[src/rtl/csr_cell_pkg.sv]
package csr_cell_pkg;

  typedef enum logic [3:0] {
    CM_RO           = 4'd0,
    CM_WO           = 4'd1,
    CM_RW           = 4'd2,
    CM_W1C          = 4'd3,
    CM_W1S          = 4'd4,
    CM_SETCLR       = 4'd5,
    CM_RSV_ANY0     = 4'd6,
    CM_RSV_ANYLAST  = 4'd7,
    CM_RSV_ZEROANY  = 4'd8,
    CM_RSV_ZEROZERO = 4'd9
  } cell_mode_e;

  localparam int NUM_MODES = 10;

  function automatic logic is_flag(cell_mode_e m);
    return (m == CM_W1C) || (m == CM_W1S) || (m == CM_SETCLR);
  endfunction

  function automatic logic is_basic_store(cell_mode_e m);
    return (m == CM_WO) || (m == CM_RW);
  endfunction

endpackage

[src/rtl/csr_basic_store.sv]
module csr_basic_store #(
  parameter int         W    = 8,
  parameter logic [W-1:0] INIT = '0
) (
  input  logic         clk,
  input  logic         rst,
  input  logic         wr_en,
  input  logic [W-1:0] wdata,
  output logic [W-1:0] q
);

  always_ff @(posedge clk) begin
    if (rst)        q <= INIT;
    else if (wr_en) q <= wdata;
  end

  AST_BASIC_RESET_VALUE: assert property (@(posedge clk) disable iff (rst)
    $past(rst) |-> q == INIT);
  AST_BASIC_WRITE_STORES: assert property (@(posedge clk) disable iff (rst)
    wr_en |=> q == $past(wdata));
  AST_BASIC_IDLE_HOLDS: assert property (@(posedge clk) disable iff (rst)
    !wr_en |=> $stable(q));

endmodule

[src/rtl/csr_flag_store.sv]
module csr_flag_store #(
  parameter int         W    = 8,
  parameter logic [W-1:0] INIT = '0
) (
  input  logic         clk,
  input  logic         rst,
  input  logic [W-1:0] lo_set,   // weakest set request
  input  logic [W-1:0] clr,      // clears, beaten by hi_set only
  input  logic [W-1:0] hi_set,   // winning set request
  output logic [W-1:0] q
);

  logic [W-1:0] nxt;

  // Each bit resolves independently: weak set, then clear, then strong set.
  always_comb nxt = ((q | lo_set) & ~clr) | hi_set;

  always_ff @(posedge clk) begin
    if (rst) q <= INIT;
    else     q <= nxt;
  end

  AST_FLAG_RESET_VALUE: assert property (@(posedge clk) disable iff (rst)
    $past(rst) |-> q == INIT);
  AST_FLAG_STRONG_SET_WINS: assert property (@(posedge clk) disable iff (rst)
    (|hi_set) |=> ((q & $past(hi_set)) == $past(hi_set)));
  AST_FLAG_CLEAR_APPLIES: assert property (@(posedge clk) disable iff (rst)
    (|clr) |=> ((q & $past(clr & ~hi_set)) == '0));
  AST_FLAG_IDLE_HOLDS: assert property (@(posedge clk) disable iff (rst)
    (!(|lo_set) && !(|clr) && !(|hi_set)) |=> $stable(q));

endmodule

[src/rtl/csr_read_port.sv]
module csr_read_port #(
  parameter int W = 8
) (
  input  logic         clk,
  input  logic         rst,
  input  logic         rd,
  input  logic [W-1:0] view,
  output logic [W-1:0] rdata
);

  always_ff @(posedge clk) begin
    if (rst)     rdata <= '0;
    else if (rd) rdata <= view;
    else         rdata <= '0;
  end

  AST_RDATA_IDLE_ZERO: assert property (@(posedge clk) disable iff (rst)
    !rd |=> rdata == '0);
  AST_RDATA_CAPTURES_VIEW: assert property (@(posedge clk) disable iff (rst)
    rd |=> rdata == $past(view));

endmodule

[src/rtl/csr_field_cell.sv]
module csr_field_cell
  import csr_cell_pkg::*;
#(
  parameter int           W    = 8,
  parameter cell_mode_e   MODE = CM_RW,
  parameter logic [W-1:0] INIT = '0
) (
  input  logic         clk,
  input  logic         rst,
  input  logic         bus_rd,
  input  logic         bus_wr,
  input  logic [W-1:0] bus_wdata,
  input  logic [W-1:0] bus_wclr,
  output logic [W-1:0] bus_rdata,
  input  logic [W-1:0] per_set,
  input  logic [W-1:0] per_clr,
  input  logic [W-1:0] per_din,
  output logic [W-1:0] per_dout
);

  logic [W-1:0] view;
  logic [W-1:0] store_q;
  logic         unused_inputs;

  // Not every mode reads every input.
  assign unused_inputs = ^{bus_wclr, per_din, per_set, per_clr, bus_wdata, bus_wr};

  generate
    if (MODE == CM_RO) begin : g_ro
      assign view    = per_din;
      assign store_q = '0;

      AST_RO_READS_PERIPHERAL: assert property (@(posedge clk) disable iff (rst)
        bus_rd |=> bus_rdata == $past(per_din));
      AST_RO_NO_OUTPUT: assert property (@(posedge clk) disable iff (rst)
        bus_wr |=> per_dout == '0);
    end else if (is_basic_store(MODE)) begin : g_basic
      csr_basic_store #(.W(W), .INIT(INIT)) u_store (
        .clk   (clk),
        .rst   (rst),
        .wr_en (bus_wr),
        .wdata (bus_wdata),
        .q     (store_q)
      );
      assign view = (MODE == CM_RW) ? store_q : '0;
    end else if (is_flag(MODE)) begin : g_flag
      logic [W-1:0] bus_ones;
      logic [W-1:0] bus_clrm;
      logic [W-1:0] lo_set, clr, hi_set;

      assign bus_ones = bus_wr ? bus_wdata : '0;
      assign bus_clrm = bus_wr ? bus_wclr  : '0;

      if (MODE == CM_W1C) begin : g_w1c
        // peripheral set beats every clear so no event is lost
        assign lo_set = '0;
        assign clr    = per_clr | bus_ones;
        assign hi_set = per_set;
      end else if (MODE == CM_W1S) begin : g_w1s
        // bus set beats the peripheral's clear
        assign lo_set = per_set;
        assign clr    = per_clr;
        assign hi_set = bus_ones;
      end else begin : g_setclr
        // one write carries a set mask and a clear mask; set wins
        assign lo_set = per_set;
        assign clr    = per_clr | bus_clrm;
        assign hi_set = bus_ones;
      end

      csr_flag_store #(.W(W), .INIT(INIT)) u_store (
        .clk    (clk),
        .rst    (rst),
        .lo_set (lo_set),
        .clr    (clr),
        .hi_set (hi_set),
        .q      (store_q)
      );
      assign view = store_q;
    end else begin : g_rsv
      assign view    = '0;
      assign store_q = '0;

      AST_RSV_WRITE_NO_EFFECT: assert property (@(posedge clk) disable iff (rst)
        bus_wr |=> (bus_rdata == '0) && (per_dout == '0));
    end
  endgenerate

  assign per_dout = store_q;

  csr_read_port #(.W(W)) u_rport (
    .clk   (clk),
    .rst   (rst),
    .rd    (bus_rd),
    .view  (view),
    .rdata (bus_rdata)
  );

endmodule

[config.mk]
export PLATFORM = sky130hd
export DESIGN_NAME = csr_field_cell
export DESIGN_NICKNAME = d
export VERILOG_FILES = /design/src/rtl/csr_cell_pkg.sv /design/src/rtl/csr_basic_store.sv /design/src/rtl/csr_flag_store.sv /design/src/rtl/csr_read_port.sv /design/src/rtl/csr_field_cell.sv
export SDC_FILE = /design/constraint.sdc
export NUM_CORES = 1
export LEC_CHECK = 0
export BUFFER_PORTS_ARGS = -buffer_cell sky130_fd_sc_hd__buf_2
export CAP_MARGIN = 20
export CORE_MARGIN = 2
export CORE_UTILIZATION = 31
export CTS_CLUSTER_SIZE = 12
export DETAILED_ROUTE_END_ITERATION = 10
export GPL_ROUTABILITY_DRIVEN = 0
export PLACE_DENSITY = 0.87
export SLEW_MARGIN = 20
export SYNTH_ARGS = -nofsm -noshare
export SYNTH_HDL_FRONTEND = slang
export SYNTH_HIERARCHICAL = 1
export SYNTH_SLANG_ARGS = --single-unit
[constraint.sdc]
create_clock -name clk -period 0.8 [get_ports clk]
set_input_delay 0.16 -clock clk [delete_from_list [all_inputs] [get_ports clk]]
set_output_delay 0.16 -clock clk [all_outputs]
set_load 0.05 [all_outputs]
==> results.md, run 1 <==
- Share of synthesized area spent on multiplexers: 0.155
- Synth Cell Area: slightly above 500 um2
- Critical Path Start: g_basic.u_store/q[3]
- Peak per-stage delay on the critical path: approximately 0.36 ns
- Post-synth top area cell: sky130_fd_sc_hd__dfxtp_1
- Total gr overflow: 0
- Met3 Track Usage GR: 0.0600
- Buffer type at the clock tree root: sky130_fd_sc_hd__clkbuf_4
- Max-slew violation total from the final report: 0
- Ratio of final minimum period to clock period: 1.18
- Syn Inst Count: 42
- Clock share of power: 0.249
- Cell Rows: 14
- End of the worst register-to-register path: g_basic.u_store/q[5]
- Global-route wire length before repair: around 1.7 mm
- Remaining antenna violation count after routing: 0
- Violations in the final reports: negative setup slack
- Top Usage Layer GRT: met2
- Maximum fanout count along the critical path: 2
- Startpoint of the lowest-slack register-to-register path: g_basic.u_store/q[5]
- Hold buffer count at CTS: 0
- Clock-pin slew on the worst setup and hold paths: roughly 0.08 ns
- Met2 track utilization from global routing: 0.217
- Final worst-path setup slack: -0.147 ns
- Flops & latches, synth: 16
- Largest family of logic cells by synthesized area: simple AND/OR/NAND/NOR gates
- Most common library cells after synthesis: sky130_fd_sc_hd__dfxtp_1, sky130_fd_sc_hd__and3b_1, sky130_fd_sc_hd__mux2i_1, sky130_fd_sc_hd__nor2_1
- Cell with the largest stage delay on the worst path: sky130_fd_sc_hd__dfxtp_2
- Cell types occupying the most area after synthesis: sky130_fd_sc_hd__dfxtp_1, sky130_fd_sc_hd__mux2i_1, sky130_fd_sc_hd__and3b_1
- Post-Route WL: approximately 1.1 mm
- Largest net degree at the start of global routing: 17
- Top cell type's share of synthesized area: 0.621
- Category of the worst setup path launch point: flip-flop
- Logic pwr share: 0.212
- Compound-Gate Fraction of Synth Area: 0
- CTS H-tree depth: 1
- Setup-failing EPs final: 16
- Residual DRC: 0
- Number of stages on the worst setup path: 1
- Per-cell via count in the routed design: 4.65
- Number of buffers and inverters on the critical path: 1
- Cell depth of the worst min-delay path: 3
- Worst slew pin tran: between 0.2 and 0.3 ns
- Number of cell instances on the worst register-to-register path: 3
- Flop2flop setup slack: approximately 0.010 ns
- Net switching share of the total power: 0.272
- Final-layout fill cell count: 125
- Vias post-DR: between 400 and 500
- RSZ-0062 raised after global routing: true
- Synthesis Warnings: 6
- Required @ worst endpoint: roughly 0.64 ns
- Met1 demand-to-capacity share in global routing: 0.127
- Number of CTS-inserted buffers: 3
- Cell chain of the critical path: buf_8
- Finished layout cell area: approximately 900 um2
- Area growth syn-to-layout: 74.5%
- Static Leak: 0.454 nW
- Post-synthesis xor/xnor area fraction: 0
- Endpoint arrival time on the critical path: 0.79 ns
- Sequential fraction of the synthesis area: 0.621
- Number of port buffers: 27
- Power Dens Cells: 1780 nW/um2
- Top_reg_cell synth: sky130_fd_sc_hd__dfxtp_1
- Die Area: 2010 um2
- Initial standard-cell utilization of the core: 0.334
- Syn_nets: 86
- Clock latency on the worst-skew pair: approximately 0.27 ns
- Total global-route track usage: 0.122
- Antenna violations before repair: 0
- Hold crit path type: in2reg
- Cell with the most instances after synthesis: sky130_fd_sc_hd__dfxtp_1
- Cell-internal power: between 1 and 1.5 mW
- Adder-cell area share of the yosys netlist: 0
- Type of the setup path with the least slack: reg2out
- Die Span X: 44.8 um
- Worst ir drop on vdd: between 1 and 1.5 mV
- Number of violations reported at the end of detailed-routing iteration 0: 2
- Area of the placeable core: between 1500 and 2000 um2
- Number of sinks driven by the clock tree: 16
- EDFF count, synth: 0
- Avg Synthesized Cell Area: 12.3 um2
- Fin crit period: 0.947 ns
- Finished Core Util: 0.584
- Result of the run: finished, violations left
- Post-route clock skew: ~0.0003 ns
- Fraction of synthesis flops using an asynchronous set or reset pin: 0
- Number of primary I/O pins: 60
- Height of the chip: 44.8 um
- Flop pwr share: 0.540
- Number of global-route vias before repair: 400
- Cell type group with the largest total delay on the critical path: flip-flops
- Synth Area in Simple Gates: 0.194
- Number of unique standard cell types used by synthesis: 6
- Share of final-layout standard cells stronger than drive strength 1: 0.693
- Slew headroom: 0.821
- Maximum buffer depth of the clock tree: 2
- Number of detailed-route iterations in the first pass: 4
- Number of hold violations in the final report: 0
- Crit path capture type: primary output
- Number of nets in the layout: ~120
- End of the critical path: per_dout[3]
- Routed length per instance: 12.4 um
- Placed wire-length estimate after detailed placement: around 690 um
- NetSw: approximately 0.44 mW
- TritonCTS clock tree: yes
- Highest Clock Rate: between 1 and 1.5 GHz
- # diodes: 0
- Reported max-cap violation count: 0
- Post-placement cell area: approximately 670 um2
registers in the layout, indices dropped and copies added, names as in the netlist:
name	cells
g_basic.u_store/q	8
u_rport/rdata	8
metrics by stage:
step,hold slack [ns],cells,setup TNS (ns),setup slack [ns],power [mW]
detailed placement,0.405,83,-0.0951,-0.0279,1.12
CTS,0.107,91,-2.15,-0.157,1.61
global placement,0.391,83,0,0.00271,1.11
floorplan,0.307,42,0,0.0527,1.05
global route,0.136,91,-2.58,-0.192,1.68
finish,0.115,91,-2.00,-0.147,1.60
worst min-delay path by stage:
stage	startpoint	end	slack (ns)
after CTS	bus_wdata[2]	g_basic.u_store/q[2]	0.11
after global routing	bus_wdata[0]	g_basic.u_store/q[0]	0.14
after global placement	bus_wdata[4]	g_basic.u_store/q[4]	0.39
final	bus_wdata[2]	g_basic.u_store/q[2]	0.12
after floorplan	bus_wdata[0]	g_basic.u_store/q[0]	0.31
after detailed placement	bus_wdata[2]	g_basic.u_store/q[2]	0.40
cells in the final DEF (no fill, tap or decap), drive strengths merged:
cell / Yosys / routed
nor2: 8 / 8
clkbuf: 0 / 3
mux2i: 8 / 8
buf: 2 / 32
dfxtp: 16 / 16
and3b: 8 / 8
what timing repair did:
item                                    4_1_cts  5_1_grt
endpoints found under the setup margin       16       18
resized for setup                            48        9
pin swaps                                     0        2
buffers inserted                              5        0
cells by family (layout without fill, tap and decap cells):
family                 count (synthesis)  in the layout
buffers and inverters                  2             35
flip-flops                            16             16
multiplexers                           8              8
AND/OR/NAND/NOR                       16             16
final cells by class:
type	instances	area, um2	area share
clock buffers	3	22.5	0.0250
well taps	16	20.0	0.0223
repair buffers	32	333	0.370
flip-flops and latches	16	340	0.378
multi-input cells	24	184	0.204
power by group through the flow:
stage | logic (mW) | registers, mW | clock network, mW
after floorplan | 0.0606 | 0.986 | 0
after global placement | 0.243 | 0.867 | 0
after global routing | 0.359 | 0.869 | 0.451
after CTS | 0.325 | 0.862 | 0.421
after detailed placement | 0.247 | 0.870 | 0
final | 0.340 | 0.866 | 0.399
metal layers:
| metal | vias to the layer above | wire length (um) |
|---|---|---|
| met3 | 0 | 57 |
| met1 | 200 | 431 |
| li1 | 208 | - |
| met4 | 0 | 0 |
| met2 | 15 | 642 |
| met5 | - | 0 |
Note: power is estimated with default switching activity, not from simulation.
==> run 2, diff against run 1 <==
ABC_AREA = 0   (was default)
PLACE_DENSITY = 0.86   (was 0.87)
SYNTH_HIERARCHICAL = default   (was 1)
==> run 2 against run 1 <==
The run still ends with negative setup slack left. Final cell count is 7.7% higher. Area after synthesis increased by 0.24%. Total power rose by 8.7%. Sequential cell count did not move. Global-route usage rose by 0.22 points. Sequential share of layout area is 1.9 points lower. Register-to-register slack got worse by 0.05 ns. Setup slack lost 0.013 ns. Critical path depth is the same. Critical endpoint unchanged.
==> results.md, run 2 <==
- Most common cell after layout, fill and taps aside: sky130_fd_sc_hd__dfxtp_2
- Height of the chip: 44.8 um (+0.10%)
- Per-cell via count in the routed design: 4.43 (-4.7%)
- Clock-pin slew on the worst setup and hold paths: 0.09 ns (about the same)
- Cell Rows: 14 (unchanged)
- Finished Core Util: 0.614 (+0.0308)
- Cell depth of the worst min-delay path: 2 (-1)
- Hold crit path type: in2reg
- Number of unique standard cell types used by synthesis: 6 (unchanged)
- CTS H-tree depth: 1 (unchanged)
- Final worst-path setup slack: -0.160 ns (-0.0129 ns)
- Number of nets in the layout: 127 (+5.0%)
- Number of CTS-inserted buffers: 3 (unchanged)
- Worst slew pin tran: 0.248 ns (-0.0202 ns)
- Die Area: 2010 um2 (+0.20%)
- Global-route wire length before repair: 1.73 mm (+1.2%)
- Startpoint of the lowest-slack register-to-register path: g_basic.u_store.q[3]
- Cell chain of the critical path: buf_8
- Largest net degree at the start of global routing: 10 (-7)
- Number of cell instances on the worst register-to-register path: 4 (+1)
- Number of hold violations in the final report: 0 (unchanged)
- EDFF count, synth: 0 (unchanged)
- Highest Clock Rate: 1.04 GHz (-1.3%)
- Post-synth top area cell: sky130_fd_sc_hd__dfxtp_1
- Sequential fraction of the synthesis area: 0.620 (-0.00150)
- Worst ir drop on vdd: 0.750 mV (-41%)
- Required @ worst endpoint: 0.64 ns (about the same)
- Power Dens Cells: 1840 nW/um2 (+3.3%)
- NetSw: 0.457 mW (+4.7%)
- Violations in the final reports: negative setup slack
- Setup WS pre-CTS: -0.00171 ns (+0.0262 ns)
- Logic pwr share: 0.206 (-0.006)
- Residual DRC: 0 (unchanged)
- Flop2flop setup slack: -0.04 ns (-0.05 ns)
- Reported max-cap violation count: 0 (unchanged)
- Peak per-stage delay on the critical path: 0.37 ns (about the same)
- Post-route clock skew: 0.00187 ns (+0.00158 ns)
- Cell with the largest stage delay on the worst path: sky130_fd_sc_hd__dfxtp_2
- Ratio of final minimum period to clock period: 1.20 (+0.0161)
- Synthesis Warnings: 0 (-6)
- Setup-failing EPs final: 17 (+1)
- Slew headroom: 0.834 (+0.0135)
- Avg Synthesized Cell Area: 12.0 um2 (-2.1%)
- Die Span X: 44.8 um (+0.10%)
- Static Leak: 0.464 nW (+2.0%)
- Flops & latches, synth: 16 (unchanged)
- Number of port buffers: 27 (unchanged)
- Cell type group with the largest total delay on the critical path: flip-flops
- Cell-internal power: 1.29 mW (+10%)
- Reg area: 340 um2 (unchanged)
- Buffer type at the clock tree root: sky130_fd_sc_hd__clkbuf_4
- Vias post-DR: 434 (+2.6%)
- Crit path capture type: primary output
- Cell with the most instances after synthesis: sky130_fd_sc_hd__dfxtp_1
- Remaining antenna violation count after routing: 0 (unchanged)
- Maximum fanout count along the critical path: 2 (unchanged)
- Total area of multi-input combinational cells: 176 um2 (-4.1%)
- # diodes: 0 (unchanged)
- Share of final-layout standard cells stronger than drive strength 1: 0.720 (+0.0262)
- Synth Cell Area: 517 um2 (+0.24%)
- Max-slew violation total from the final report: 0 (unchanged)
- Leading cell types in the layout, fill and taps excluded: sky130_fd_sc_hd__dfxtp_2, sky130_fd_sc_hd__buf_8, sky130_fd_sc_hd__buf_2
- Number of sinks driven by the clock tree: 16 (unchanged)
- Top_reg_cell synth: sky130_fd_sc_hd__dfxtp_1
- Top cell type's share of synthesized area: 0.620 (-0.00150)
- TritonCTS clock tree: yes
- Cell types occupying the most area after synthesis: sky130_fd_sc_hd__dfxtp_1, sky130_fd_sc_hd__mux2i_1, sky130_fd_sc_hd__and2_1
- Number of primary I/O pins: 60 (unchanged)
- Maximum buffer depth of the clock tree: 2 (unchanged)
- Antenna violations before repair: 0 (unchanged)
- Syn_nets: 87 (+1.2%)
- Category of the worst setup path launch point: flip-flop
- Endpoint arrival time on the critical path: 0.80 ns (about the same)
- Syn Inst Count: 43 (+2.4%)
- Number of global-route vias before repair: 394 (-1.5%)
- Number of violations reported at the end of detailed-routing iteration 0: 4 (+2)
- Placed insts: 85 (+2.4%)
- Fin crit period: 0.960 ns (+0.0129 ns)
- Start point of the worst hold path: rst
- Number of detailed-route iterations in the first pass: 3 (-1)
- Post-Route WL: 1.18 mm (+4.0%)
- End of the worst register-to-register path: g_basic.u_store.q[3]
- Type of the setup path with the least slack: reg2out
- Flop pwr share: 0.496 (-0.044)
- Routed length per instance: 12.0 um (-3.5%)
- Setup TNS: -2.09 ns (-0.0969 ns)
- Hold buffer count at CTS: 0 (unchanged)
- Clock latency on the worst-skew pair: 0.28 ns (about the same)
- Area of the placeable core: 1540 um2 (unchanged)
- Largest registers: g_basic.u_store.q x8, u_rport.rdata x8
- Total gr overflow: 0 (unchanged)
- Most common library cells after synthesis: sky130_fd_sc_hd__dfxtp_1, sky130_fd_sc_hd__and2_1, sky130_fd_sc_hd__mux2i_1, sky130_fd_sc_hd__nor2_1, sky130_fd_sc_hd__buf_6
- RSZ-0062 raised after global routing: true
- Fraction of synthesis flops using an asynchronous set or reset pin: 0 (unchanged)
- Final-layout fill cell count: 119 (-4.8%)
- Total global-route track usage: 0.125 (+0.00219)
- Net switching share of the total power: 0.262 (-0.00993)
- Clock share of power: 0.298 (+0.049)
- Area growth syn-to-layout: 83.3%
- Non-filler cells in the finished layout: 98 (+7.7%)
- Worst Hold End: g_basic.u_store.q[2]
- Number of buffers and inverters on the critical path: 1 (unchanged)
- Initial standard-cell utilization of the core: 0.335 (+0.000812)
- Result of the run: finished, violations left
## run 2: power groups by stage
stage / sequential, mW / combinational (mW) / clock (mW)
final: 0.864 / 0.360 / 0.520
after detailed placement: 0.869 / 0.249 / 0
after CTS: 0.860 / 0.344 / 0.527
after global routing: 0.868 / 0.378 / 0.561
after floorplan: 0.986 / 0.0685 / 0
after global placement: 0.867 / 0.246 / 0
## run 2: worst max path at each step
stage,start,end,depth (start not counted)
final,g_basic.u_store.q[3],per_dout[3],1
after global routing,g_basic.u_store.q[3],per_dout[3],1
after CTS,g_basic.u_store.q[3],per_dout[3],1
after detailed placement,bus_wr,g_basic.u_store.q[3],3
after global placement,bus_wr,g_basic.u_store.q[0],3
after floorplan,u_rport.rdata[0],bus_rdata[0],0
## run 2: per-layer routing
layer,GRT usage,vias up,share of wire
met5,0,-,0
met4,0.0706,0,0
met3,0.0360,0,0.059
met2,0.209,15,0.54
met1,0.141,203,0.40
li1,-,216,-
## run 2: final cells by class
cell class / count / share of cell area
clock buffer: 4 / 0.0383
multi-input combinational: 25 / 0.186
sequential: 16 / 0.359
tap: 16 / 0.0211
timing repair buffer: 37 / 0.395
## run 2: cells by family after synthesis
logic type             Yosys count  share of synthesized area
and+or+nand+nor                 17                      0.182
DFF                             16                      0.620
muxes                            8                      0.155
buffers and inverters            2                     0.0436
## run 2: timing repair
item	CTS	global route
setup endpoints to repair	16	17
resized for setup	48	10
buffers inserted	8	1
pin swaps	0	1
## run 2: metrics by stage
stage | power [mW] | hold slack (ns) | instance area, um2
floorplan | 1.05 | 0.307 | 527
detailed placement | 1.12 | 0.404 | 667
CTS | 1.73 | 0.101 | 903
global route | 1.81 | 0.110 | 947
global placement | 1.11 | 0.396 | 667
finish | 1.74 | 0.111 | 947
